[config.mk]
export PLATFORM = sky130hd
export DESIGN_NAME = usb_ep0_ctrl
export DESIGN_NICKNAME = d
export VERILOG_FILES = /design/src/rtl/usb_ep0_pkg.sv /design/src/rtl/usb_ep0_buf.sv /design/src/rtl/usb_ep0_fsm.sv /design/src/rtl/usb_ep0_ctrl.sv
export SDC_FILE = /design/constraint.sdc
export NUM_CORES = 1
export LEC_CHECK = 0
export ABC_AREA = 1
export BUFFER_PORTS_ARGS = -buffer_cell sky130_fd_sc_hd__buf_4
export CORE_MARGIN = 2
export CORE_UTILIZATION = 45
export CTS_CLUSTER_SIZE = 20
export DETAILED_ROUTE_END_ITERATION = 16
export PLACE_DENSITY = 0.71
export SYNTH_ARGS = -nofsm -noshare
export SYNTH_HDL_FRONTEND = slang
export SYNTH_SLANG_ARGS = --single-unit
[constraint.sdc]
create_clock -name clk -period 6.92 [get_ports clk]
set_input_delay 1.038 -clock clk [delete_from_list [all_inputs] [get_ports clk]]
set_output_delay 1.038 -clock clk [all_outputs]
set_load 0.05 [all_outputs]
[src/rtl/usb_ep0_pkg.sv]
package usb_ep0_pkg;
    typedef enum logic [2:0] {
        ST_IDLE     = 3'd0,
        ST_IN_LOAD  = 3'd1,
        ST_IN_ARMED = 3'd2,
        ST_OUT_RECV = 3'd3,
        ST_OUT_HELD = 3'd4
    } ep0_state_e;

    localparam int CS_SET_IN    = 0;
    localparam int CS_CLR_OUT   = 1;
    localparam int CS_CLR_STALL = 2;
    localparam int CS_CLR_SETUP = 3;
endpackage

[src/rtl/usb_ep0_buf.sv]
module usb_ep0_buf #(
    parameter int DATA_W = 8,
    parameter int DEPTH  = 32,
    localparam int CNT_W = $clog2(DEPTH + 1),
    localparam int IDX_W = (DEPTH > 1) ? $clog2(DEPTH) : 1
) (
    input  logic              clk,
    input  logic              rst_n,
    input  logic              clr,
    input  logic              push,
    input  logic [DATA_W-1:0] wdata,
    input  logic              pop,
    output logic [DATA_W-1:0] rdata,
    output logic [CNT_W-1:0]  count,
    output logic              ovf
);
    logic [DATA_W-1:0] mem [DEPTH];
    logic [CNT_W-1:0]  wr_pos;
    logic [CNT_W-1:0]  rd_pos;
    logic              full;

    assign full  = (wr_pos == CNT_W'(DEPTH));
    assign count = wr_pos;
    assign rdata = mem[rd_pos[IDX_W-1:0]];

    always_ff @(posedge clk) begin
        if (push && !full && !clr)
            mem[wr_pos[IDX_W-1:0]] <= wdata;
    end

    always_ff @(posedge clk or negedge rst_n) begin
        if (!rst_n) begin
            wr_pos <= '0;
            rd_pos <= '0;
            ovf    <= 1'b0;
        end else if (clr) begin
            wr_pos <= '0;
            rd_pos <= '0;
            ovf    <= 1'b0;
        end else begin
            if (push) begin
                if (full) ovf <= 1'b1;
                else      wr_pos <= wr_pos + 1'b1;
            end
            if (pop && (rd_pos < wr_pos))
                rd_pos <= rd_pos + 1'b1;
        end
    end

    // occupancy never exceeds the buffer size
    a_r2_count_bound: assert property (@(posedge clk) disable iff (!rst_n)
        count <= CNT_W'(DEPTH));

    // a push on a full buffer is dropped and flagged
    a_r2_no_overflow: assert property (@(posedge clk) disable iff (!rst_n)
        (push && !clr && count == CNT_W'(DEPTH)) |=> (count == CNT_W'(DEPTH) && ovf));
endmodule

[src/rtl/usb_ep0_fsm.sv]
module usb_ep0_fsm
    import usb_ep0_pkg::*;
(
    input  logic clk,
    input  logic rst_n,
    input  logic cpu_push,
    input  logic cpu_pop,
    input  logic cs_set_in,
    input  logic cs_clr_out,
    input  logic cs_clr_stall,
    input  logic cs_clr_setup,
    input  logic eng_push,
    input  logic eng_pkt_end,
    input  logic eng_pop,
    input  logic eng_in_sent,
    input  logic eng_status_done,
    input  logic eng_stall,
    input  logic eng_setup_end,
    output logic buf_push,
    output logic buf_sel_eng,
    output logic buf_pop,
    output logic buf_clr,
    output logic in_rdy,
    output logic out_rdy,
    output logic stall_sent,
    output logic setup_end,
    output logic ep0_irq
);
    ep0_state_e state, state_nx;
    logic       done_ok, sent_ok, evt;

    // state register
    always_ff @(posedge clk or negedge rst_n) begin
        if (!rst_n) state <= ST_IDLE;
        else        state <= state_nx;
    end

    // next-state logic
    always_comb begin
        state_nx = state;
        unique case (state)
            ST_IDLE: begin
                if (eng_pkt_end)   state_nx = ST_OUT_HELD;
                else if (eng_push) state_nx = ST_OUT_RECV;
                else if (cs_set_in) state_nx = ST_IN_ARMED;
                else if (cpu_push) state_nx = ST_IN_LOAD;
            end
            ST_IN_LOAD:  if (cs_set_in)   state_nx = ST_IN_ARMED;
            ST_IN_ARMED: if (eng_in_sent) state_nx = ST_IDLE;
            ST_OUT_RECV: if (eng_pkt_end) state_nx = ST_OUT_HELD;
            ST_OUT_HELD: if (cs_clr_out)  state_nx = ST_IDLE;
            default:     state_nx = ST_IDLE;
        endcase
    end

    // outputs and buffer control
    always_comb begin
        buf_push    = 1'b0;
        buf_sel_eng = 1'b0;
        buf_pop     = 1'b0;
        done_ok     = 1'b0;
        sent_ok     = 1'b0;
        unique case (state)
            ST_IDLE: begin
                buf_sel_eng = eng_push;
                buf_push    = eng_push || cpu_push;
                done_ok     = eng_pkt_end;
            end
            ST_IN_LOAD:  buf_push = cpu_push;
            ST_IN_ARMED: begin
                buf_pop = eng_pop;
                sent_ok = eng_in_sent;
            end
            ST_OUT_RECV: begin
                buf_sel_eng = 1'b1;
                buf_push    = eng_push;
                done_ok     = eng_pkt_end;
            end
            ST_OUT_HELD: buf_pop = cpu_pop;
            default: ;
        endcase
        buf_clr = sent_ok || (state == ST_OUT_HELD && cs_clr_out);
        in_rdy  = (state == ST_IN_ARMED);
        out_rdy = (state == ST_OUT_HELD);
    end

    assign evt = done_ok || sent_ok || eng_status_done || eng_stall || eng_setup_end;

    always_ff @(posedge clk or negedge rst_n) begin
        if (!rst_n) begin
            stall_sent <= 1'b0;
            setup_end  <= 1'b0;
            ep0_irq    <= 1'b0;
        end else begin
            ep0_irq <= evt;
            if (eng_stall)          stall_sent <= 1'b1;
            else if (cs_clr_stall)  stall_sent <= 1'b0;
            if (eng_setup_end)      setup_end  <= 1'b1;
            else if (cs_clr_setup)  setup_end  <= 1'b0;
        end
    end

    // a sent pulse while armed drops IN ready and raises the event
    a_r5_sent_clears: assert property (@(posedge clk) disable iff (!rst_n)
        (in_rdy && eng_in_sent) |=> (!in_rdy && ep0_irq));

    // OUT ready holds until the CPU clears it
    a_r3_out_held: assert property (@(posedge clk) disable iff (!rst_n)
        (out_rdy && !cs_clr_out) |=> out_rdy);

    // STALL-sent bit is sticky until cleared
    a_r7_stall_sticky: assert property (@(posedge clk) disable iff (!rst_n)
        (stall_sent && !cs_clr_stall) |=> stall_sent);

    // every STALL or setup-end event produces the interrupt pulse
    a_r11_irq_on_flag: assert property (@(posedge clk) disable iff (!rst_n)
        (eng_stall || eng_setup_end) |=> ep0_irq);

    // directions never overlap
    a_r6_one_dir: assert property (@(posedge clk) disable iff (!rst_n)
        !(in_rdy && out_rdy));
endmodule

[src/rtl/usb_ep0_ctrl.sv]
module usb_ep0_ctrl
    import usb_ep0_pkg::*;
#(
    parameter int DATA_W  = 8,
    parameter int DEPTH   = 32,
    parameter int ADDR_W  = 7,
    parameter int EPIDX_W = 4,
    localparam int CNT_W  = $clog2(DEPTH + 1)
) (
    input  logic               clk,
    input  logic               rst_n,
    input  logic [DATA_W-1:0]  cpu_wdata,
    input  logic               cpu_addr_we,
    input  logic               cpu_idx_we,
    input  logic               cpu_cs_we,
    input  logic               cpu_push,
    input  logic               cpu_pop,
    input  logic               eng_push,
    input  logic [DATA_W-1:0]  eng_data,
    input  logic               eng_pkt_end,
    input  logic               eng_pop,
    input  logic               eng_in_sent,
    input  logic               eng_status_done,
    input  logic               eng_stall,
    input  logic               eng_setup_end,
    input  logic [EPIDX_W-1:0] eng_ep,
    output logic [DATA_W-1:0]  rd_data,
    output logic [CNT_W-1:0]   byte_cnt,
    output logic               ovf,
    output logic               in_rdy,
    output logic               out_rdy,
    output logic               stall_sent,
    output logic               setup_end,
    output logic               ep0_irq,
    output logic               ep0_sel,
    output logic [ADDR_W-1:0]  dev_addr,
    output logic               ep_ok
);
    logic [EPIDX_W-1:0] ep_idx;
    logic               cs_en;
    logic               buf_push, buf_sel_eng, buf_pop, buf_clr;
    logic [DATA_W-1:0]  buf_wdata;

    always_ff @(posedge clk or negedge rst_n) begin
        if (!rst_n) begin
            dev_addr <= '0;
            ep_idx   <= '0;
        end else begin
            if (cpu_addr_we) dev_addr <= cpu_wdata[ADDR_W-1:0];
            if (cpu_idx_we)  ep_idx   <= cpu_wdata[EPIDX_W-1:0];
        end
    end

    assign ep0_sel   = (ep_idx == '0);
    assign cs_en     = cpu_cs_we && ep0_sel;
    assign ep_ok     = (eng_ep == '0) || (dev_addr != '0);
    assign buf_wdata = buf_sel_eng ? eng_data : cpu_wdata;

    usb_ep0_fsm u_fsm (
        .clk             (clk),
        .rst_n           (rst_n),
        .cpu_push        (cpu_push),
        .cpu_pop         (cpu_pop),
        .cs_set_in       (cs_en && cpu_wdata[CS_SET_IN]),
        .cs_clr_out      (cs_en && cpu_wdata[CS_CLR_OUT]),
        .cs_clr_stall    (cs_en && cpu_wdata[CS_CLR_STALL]),
        .cs_clr_setup    (cs_en && cpu_wdata[CS_CLR_SETUP]),
        .eng_push        (eng_push),
        .eng_pkt_end     (eng_pkt_end),
        .eng_pop         (eng_pop),
        .eng_in_sent     (eng_in_sent),
        .eng_status_done (eng_status_done),
        .eng_stall       (eng_stall),
        .eng_setup_end   (eng_setup_end),
        .buf_push        (buf_push),
        .buf_sel_eng     (buf_sel_eng),
        .buf_pop         (buf_pop),
        .buf_clr         (buf_clr),
        .in_rdy          (in_rdy),
        .out_rdy         (out_rdy),
        .stall_sent      (stall_sent),
        .setup_end       (setup_end),
        .ep0_irq         (ep0_irq)
    );

    usb_ep0_buf #(.DATA_W(DATA_W), .DEPTH(DEPTH)) u_buf (
        .clk   (clk),
        .rst_n (rst_n),
        .clr   (buf_clr),
        .push  (buf_push),
        .wdata (buf_wdata),
        .pop   (buf_pop),
        .rdata (rd_data),
        .count (byte_cnt),
        .ovf   (ovf)
    );

    // an address write lands in the device address register
    a_r10_addr_load: assert property (@(posedge clk) disable iff (!rst_n)
        cpu_addr_we |=> (dev_addr == $past(cpu_wdata[ADDR_W-1:0])));

    // a command write with a nonzero index leaves the sticky bits untouched
    a_r9_idx_gate: assert property (@(posedge clk) disable iff (!rst_n)
        (cpu_cs_we && !ep0_sel && !eng_stall && !eng_setup_end)
            |=> (stall_sent == $past(stall_sent) && setup_end == $past(setup_end)));
endmodule

# Word-level counts from Yosys, hierarchy flattened
# Memories as Yosys holds them, arrays and structs flattened.
# Index checks and enable logic that the tools add are counted.
# totals
in_bits	34
ramBits	256
n_memories	1
ff_bits	30
out_inout_bits	29
# op_classes
n_reduce_logical	31
n_eq_ne	11
order_cmp	1
n_addsub	2
muxes	29
# mem_list
name	depth	word_bits	read_ports	rd_clocked_by_memory_dff	write_ports	line_no	rtl
u_buf.mem	32	8	1	0	1	usb_ep0_buf.sv:17	logic [DATA_W-1:0] mem [DEPTH];
# op_table
op	n
6-bit 2-to-1 mux	5
3-bit 2-to-1 mux	8
3-bit one-hot mux with 5 select lines	1
6-bit by 1-bit adder with 6-bit output, second input constant	2
1-bit 2-to-1 mux	11
2-bit nonzero test	5
1-bit logical AND	9
4-bit zero test	2
8-bit 2-to-1 mux	1
1-bit logical OR	7
7-bit nonzero test	1
3-bit by 2-bit equality test with 1-bit output, second input constant	2
6-bit equality test, second input constant	1
6-bit less-than comparator	1
2-bit by 1-bit inequality test with 1-bit output, second input constant	3
5-bit by 4-bit inequality test with 1-bit output, second input constant	1
5-bit AND reduction	1
2-bit inequality test, second input constant	2
1-bit one-hot mux with 2 select lines	2
2-bit AND reduction	2
3-bit by 1-bit equality test with 1-bit output, second input constant	1
3-bit equality test, second input constant	1
3-bit zero test	1
1-bit one-hot mux with 3 select lines	1
2 further kinds	3

# Depth between registers and ports, before layout
# logic_depth
ltp_word	9
depth_mapped	12
ltp_nobuf	9

# Modules after synthesis
# A second synthesis with hierarchy kept.
# unflattened
cells_unflattened	1281
hier_area_um2	12863.6
# by_module_without_submodules
module	n_inst	cells_each	area_per_inst_um2
usb_ep0_buf	1	1140	11888.9
usb_ep0_ctrl	1	83	586.8
usb_ep0_fsm	1	58	387.9

# Least setup slack after synthesis
# Ideal clock, no wire load.
# synth_path
kind	input to register
startpoint	in eng_push
endpoint	mem u_buf.mem[0][4], data pin
arrival_ns	2.667
slack_ns	3.799
setup_ns	0.454
required_time_ns	6.466
cell_stages	4
path_cell_list	inv_1 -> o21ai_2 -> buf_2 -> o21ai_0
# synth_via
elab_chain_len	2
# synth_rtl
element	line_no	rtl
start: declaration	usb_ep0_ctrl.sv:18	input logic eng_push,
1-bit one-hot mux with 2 select lines	usb_ep0_fsm.sv:63	unique case (state)
8-bit 2-to-1 mux	usb_ep0_ctrl.sv:57	assign buf_wdata = buf_sel_eng ? eng_data : cpu_wdata;
net buf_wdata[4]	usb_ep0_ctrl.sv:42	logic [DATA_W-1:0] buf_wdata;
end: declaration	usb_ep0_buf.sv:17	
# The timed path passes the listed nets, and every way through them passes these cells.

# Worst setup path in the final report
# layout_path
startpoint	reg u_buf.rd_pos[0]
endpoint	out rd_data[0]
# layout_via
elab_chain_len	1
# layout_rtl
element	line_no	rtl
start: declaration	usb_ep0_buf.sv:19	logic [CNT_W-1:0] rd_pos;
start signal: assignment	usb_ep0_buf.sv:46	rd_pos <= rd_pos + 1'b1;
memory read 32 x 8 bit	n/a	
end: declaration	usb_ep0_ctrl.sv:27	output logic [DATA_W-1:0] rd_data,
# Every way passes these cells.

==> flow_summary.json <==
{
  "status": "complete, no violations",
  "netlist_area_um2": 12740,
  "final_cell_mix": "421 x nand2_1, 256 x edfxtp_1, 182 x nand3_1",
  "period_minus_slack_ns": 5.185,
  "dieArea_um2": 29670,
  "worst_ep_required_time_ns": 5.88,
  "grt_pass1_vias": 8566,
  "power.density_nw_per_um2": 396.8,
  "yosysWarnings": 0,
  "place_inst": 1662,
  "grt_max_degree": 77,
  "worst_slew_pin_slew_ns": 1.274,
  "drive_above_1_share": 0.09760,
  "initialDrtViolationCount": 932,
  "seq_area_frac_synth": 0.6624,
  "synth_xor_area_frac": 0.005500,
  "first_pass_iters": 5,
  "placed_area_um2": 13500,
  "wl_per_cell_um": 18.16,
  "crit_buf_inv": 4,
  "synth-simple-area-share": 0.2267,
  "cp-end-kind": "output pin",
  "p_leak_nw": 6.000,
  "netlist_instances": 1266,
  "viasPerCell": 5.255,
  "syn-num-nets": 1310,
  "hold_buffers": 0,
  "io_pins": 63,
  "critPathTopFamily": "buffers and inverters",
  "critical_path.cell_chain": "clkinv_2 -> buf_4 -> nand2_1 -> nand3_1 -> nand3_1 -> nand2_1 -> nor2_1 -> nand2_1 -> nand2_1 -> inv_1 -> buf_4",
  "setup_viol": 0,
  "slew_viol_final": 0,
  "grt_overflow": 0,
  "cts_tree": "yes",
  "worst_path_most_repeated_cell": "nand2_1",
  "insertion_delay_ns": 0.55,
  "htree_levels": 1,
  "grt_pass1_wl_um": 47980,
  "synth_fa_ha_area_frac": 0.009822,
  "intPower_w": 0.003418,
  "gp_congestion": 0.8720,
  "cp_slowest_cell": "dfrtp_4",
  "synth.distinct_cells": 33,
  "ctsResizeCount": 0,
  "hpwlAfterDp_um": 19100,
  "synthTopCellsByArea": "edfxtp_1 60%, nand2_1 12%, nand3_1 7.2%",
  "muxShareOfSynthArea": 0.0008840,
  "layout_commonest_cell": "nand2_1",
  "power.share.switching": 0.3981,
  "clock-sinks": 286,
  "hold_viol_final": 0,
  "grtUsageTotal": 0.2133,
  "seqPwrFrac": 0.402,
  "critPathMaxStageDelay_ns": 0.89,
  "yosys.area.top_type": "edfxtp_1",
  "layoutNonFillerInstCount": 1710,
  "start_kind": "flop",
  "antenna_found_initial": 0,
  "clock_power_share": 0.244,
  "numCtsBuffers": 29,
  "arrival_ns": 4.15,
  "finalCritPeriodShare": 0.7493,
  "syn_avg_cell_area_um2": 10.06,
  "core_um2": 27860,
  "start_util": 0.4573,
  "p_comb_frac": 0.354,
  "num_vias": 8986,
  "portBuffers": 62,
  "die_h_um": 172.3,
  "drtAntennaViolNets": 0,
  "root_buffer": "clkbuf_16",
  "die_w_um": 172.3,
  "irDropWorstVdd_v": 0.0002125,
  "syn_to_final_growth_pct": 12.35,
  "num-nets-final": 1359,
  "slew_headroom": 0.1506,
  "num_rows": 61,
  "cp_max_fo": 66,
  "synth_compound_area_frac": 0.02367,
  "clock_path_buffers": 3,
  "ys_ff_latch": 286,
  "grt_setup_unrepaired": "no",
  "synth_top_family_by_area": "simple AND/OR/NAND/NOR gates",
  "num_antenna_cells": 0,
  "postCtsSetupBuffers": 0,
  "final_area_um2": 14310,
  "worst_clock_skew_ns": 0.02141,
  "cap_violations": 0,
  "crit_type": "flop to output pin",
  "drc": 0,
  "clk_pin_slew_ns": 0.06,
  "fmax_ghz": 0.1929,
  "timing.final.ws_setup_ns": 1.735,
  "routed_wl_um": 31050,
  "place_ws_ns": 2.369,
  "finalSetupTns_ns": 0,
  "hold_path_class": "primary input to async pin",
  "synth_top_area_frac": 0.6035,
  "power.switching_w": 0.002260
}
==> metal layers <==
| metal | vias up | share of wire | GRT usage |
|---|---|---|---|
| li1 | 4248 | - | - |
| met1 | 4298 | 0.40 | 0.2863 |
| met2 | 372 | 0.49 | 0.3606 |
| met3 | 68 | 0.074 | 0.02472 |
| met4 | 0 | 0.034 | 0.07636 |
| met5 | - | 0 | 0 |
==> Yosys cell counts (all sizes together) <==
library cell / instances
nor3: 3
o21ai: 12
a21o: 1
a21oi: 30
o21a: 1
mux2: 1
nor2: 73
or4: 1
edfxtp: 256
inv: 158
dfrtp: 30
nand4: 3
ha: 10
nand2: 426
o211ai: 9
xor2: 8
clkbuf: 11
clkinv: 5
nand3: 182
nand3b: 1
buf: 43
nor4: 2
==> cell type report <==
| type | count | area [um2] |
|---|---|---|
| clock inverters | 11 | 58.81 |
| flip-flops and latches | 286 | 8443 |
| multi-input cells | 763 | 3422 |
| clock buffers | 37 | 755.7 |
| inverters | 163 | 618.1 |
| fillers | 2438 | 13550 |
| repair buffers | 72 | 540.5 |
| well taps | 378 | 473.0 |
==> state kept, by name, indices dropped and copies added (netlist names) <==
register	flops
u_fsm.setup_end	1
dev_addr	7
u_buf.mem	256
ep_idx	4
u_buf.count	6
u_buf.ovf	1
u_fsm.state	3
u_buf.rd_pos	6
u_fsm.ep0_irq	1
u_fsm.stall_sent	1
==> through the flow <==
| step | hold WS, ns | util | power, W |
|---|---|---|---|
| finish | 0.4199 | 0.5137 | 0.005679 |
| detailed placement | 0.4950 | 0.4845 | 0.004320 |
| global route | 0.4376 | 0.5137 | 0.005957 |
| CTS | 0.4308 | 0.5137 | 0.005689 |
| global placement | 0.4817 | 0.4845 | 0.004289 |
| floorplan | 0.5181 | - | 0.003664 |
==> worst paths after layout <==
check / startpoint / end / slack [ns] / cells past startpoint
max reg2reg: u_buf.rd_pos[0] / u_buf.rd_pos[5] / 4.38 / 6
min reg2reg: u_fsm.stall_sent / u_fsm.stall_sent / 0.51 / 2
min in group clk: u_fsm.stall_sent / u_fsm.stall_sent / 0.51 / 2
max: u_buf.rd_pos[0] / rd_data[0] / 1.73 / 11
min: rst_n / dev_addr[6] / 0.42 / 1
max in group asynchronous: rst_n / u_buf.rd_pos[0] / 6.14 / 1
==> cells by family (layout without fill, tap and decap cells) <==
| kind of cell | after synthesis | after routing |
|---|---|---|
| compound gates | 53 | 53 |
| fa+ha+maj | 10 | 10 |
| flops | 286 | 286 |
| xor+xnor | 8 | 8 |
| mux | 1 | 1 |
| simple gates | 691 | 691 |
| buf+inv | 217 | 283 |
==> power by group through the flow <==
stage | sequential, W | combinational, W | clock, W
global placement | 0.00231 | 0.00198 | 0
floorplan | 0.00230 | 0.00136 | 0
global route | 0.00230 | 0.00220 | 0.00146
CTS | 0.00228 | 0.00201 | 0.00140
detailed placement | 0.00231 | 0.00201 | 0
finish | 0.00228 | 0.00201 | 0.00138
No activity file was read; power rests on OpenSTA's default activity.
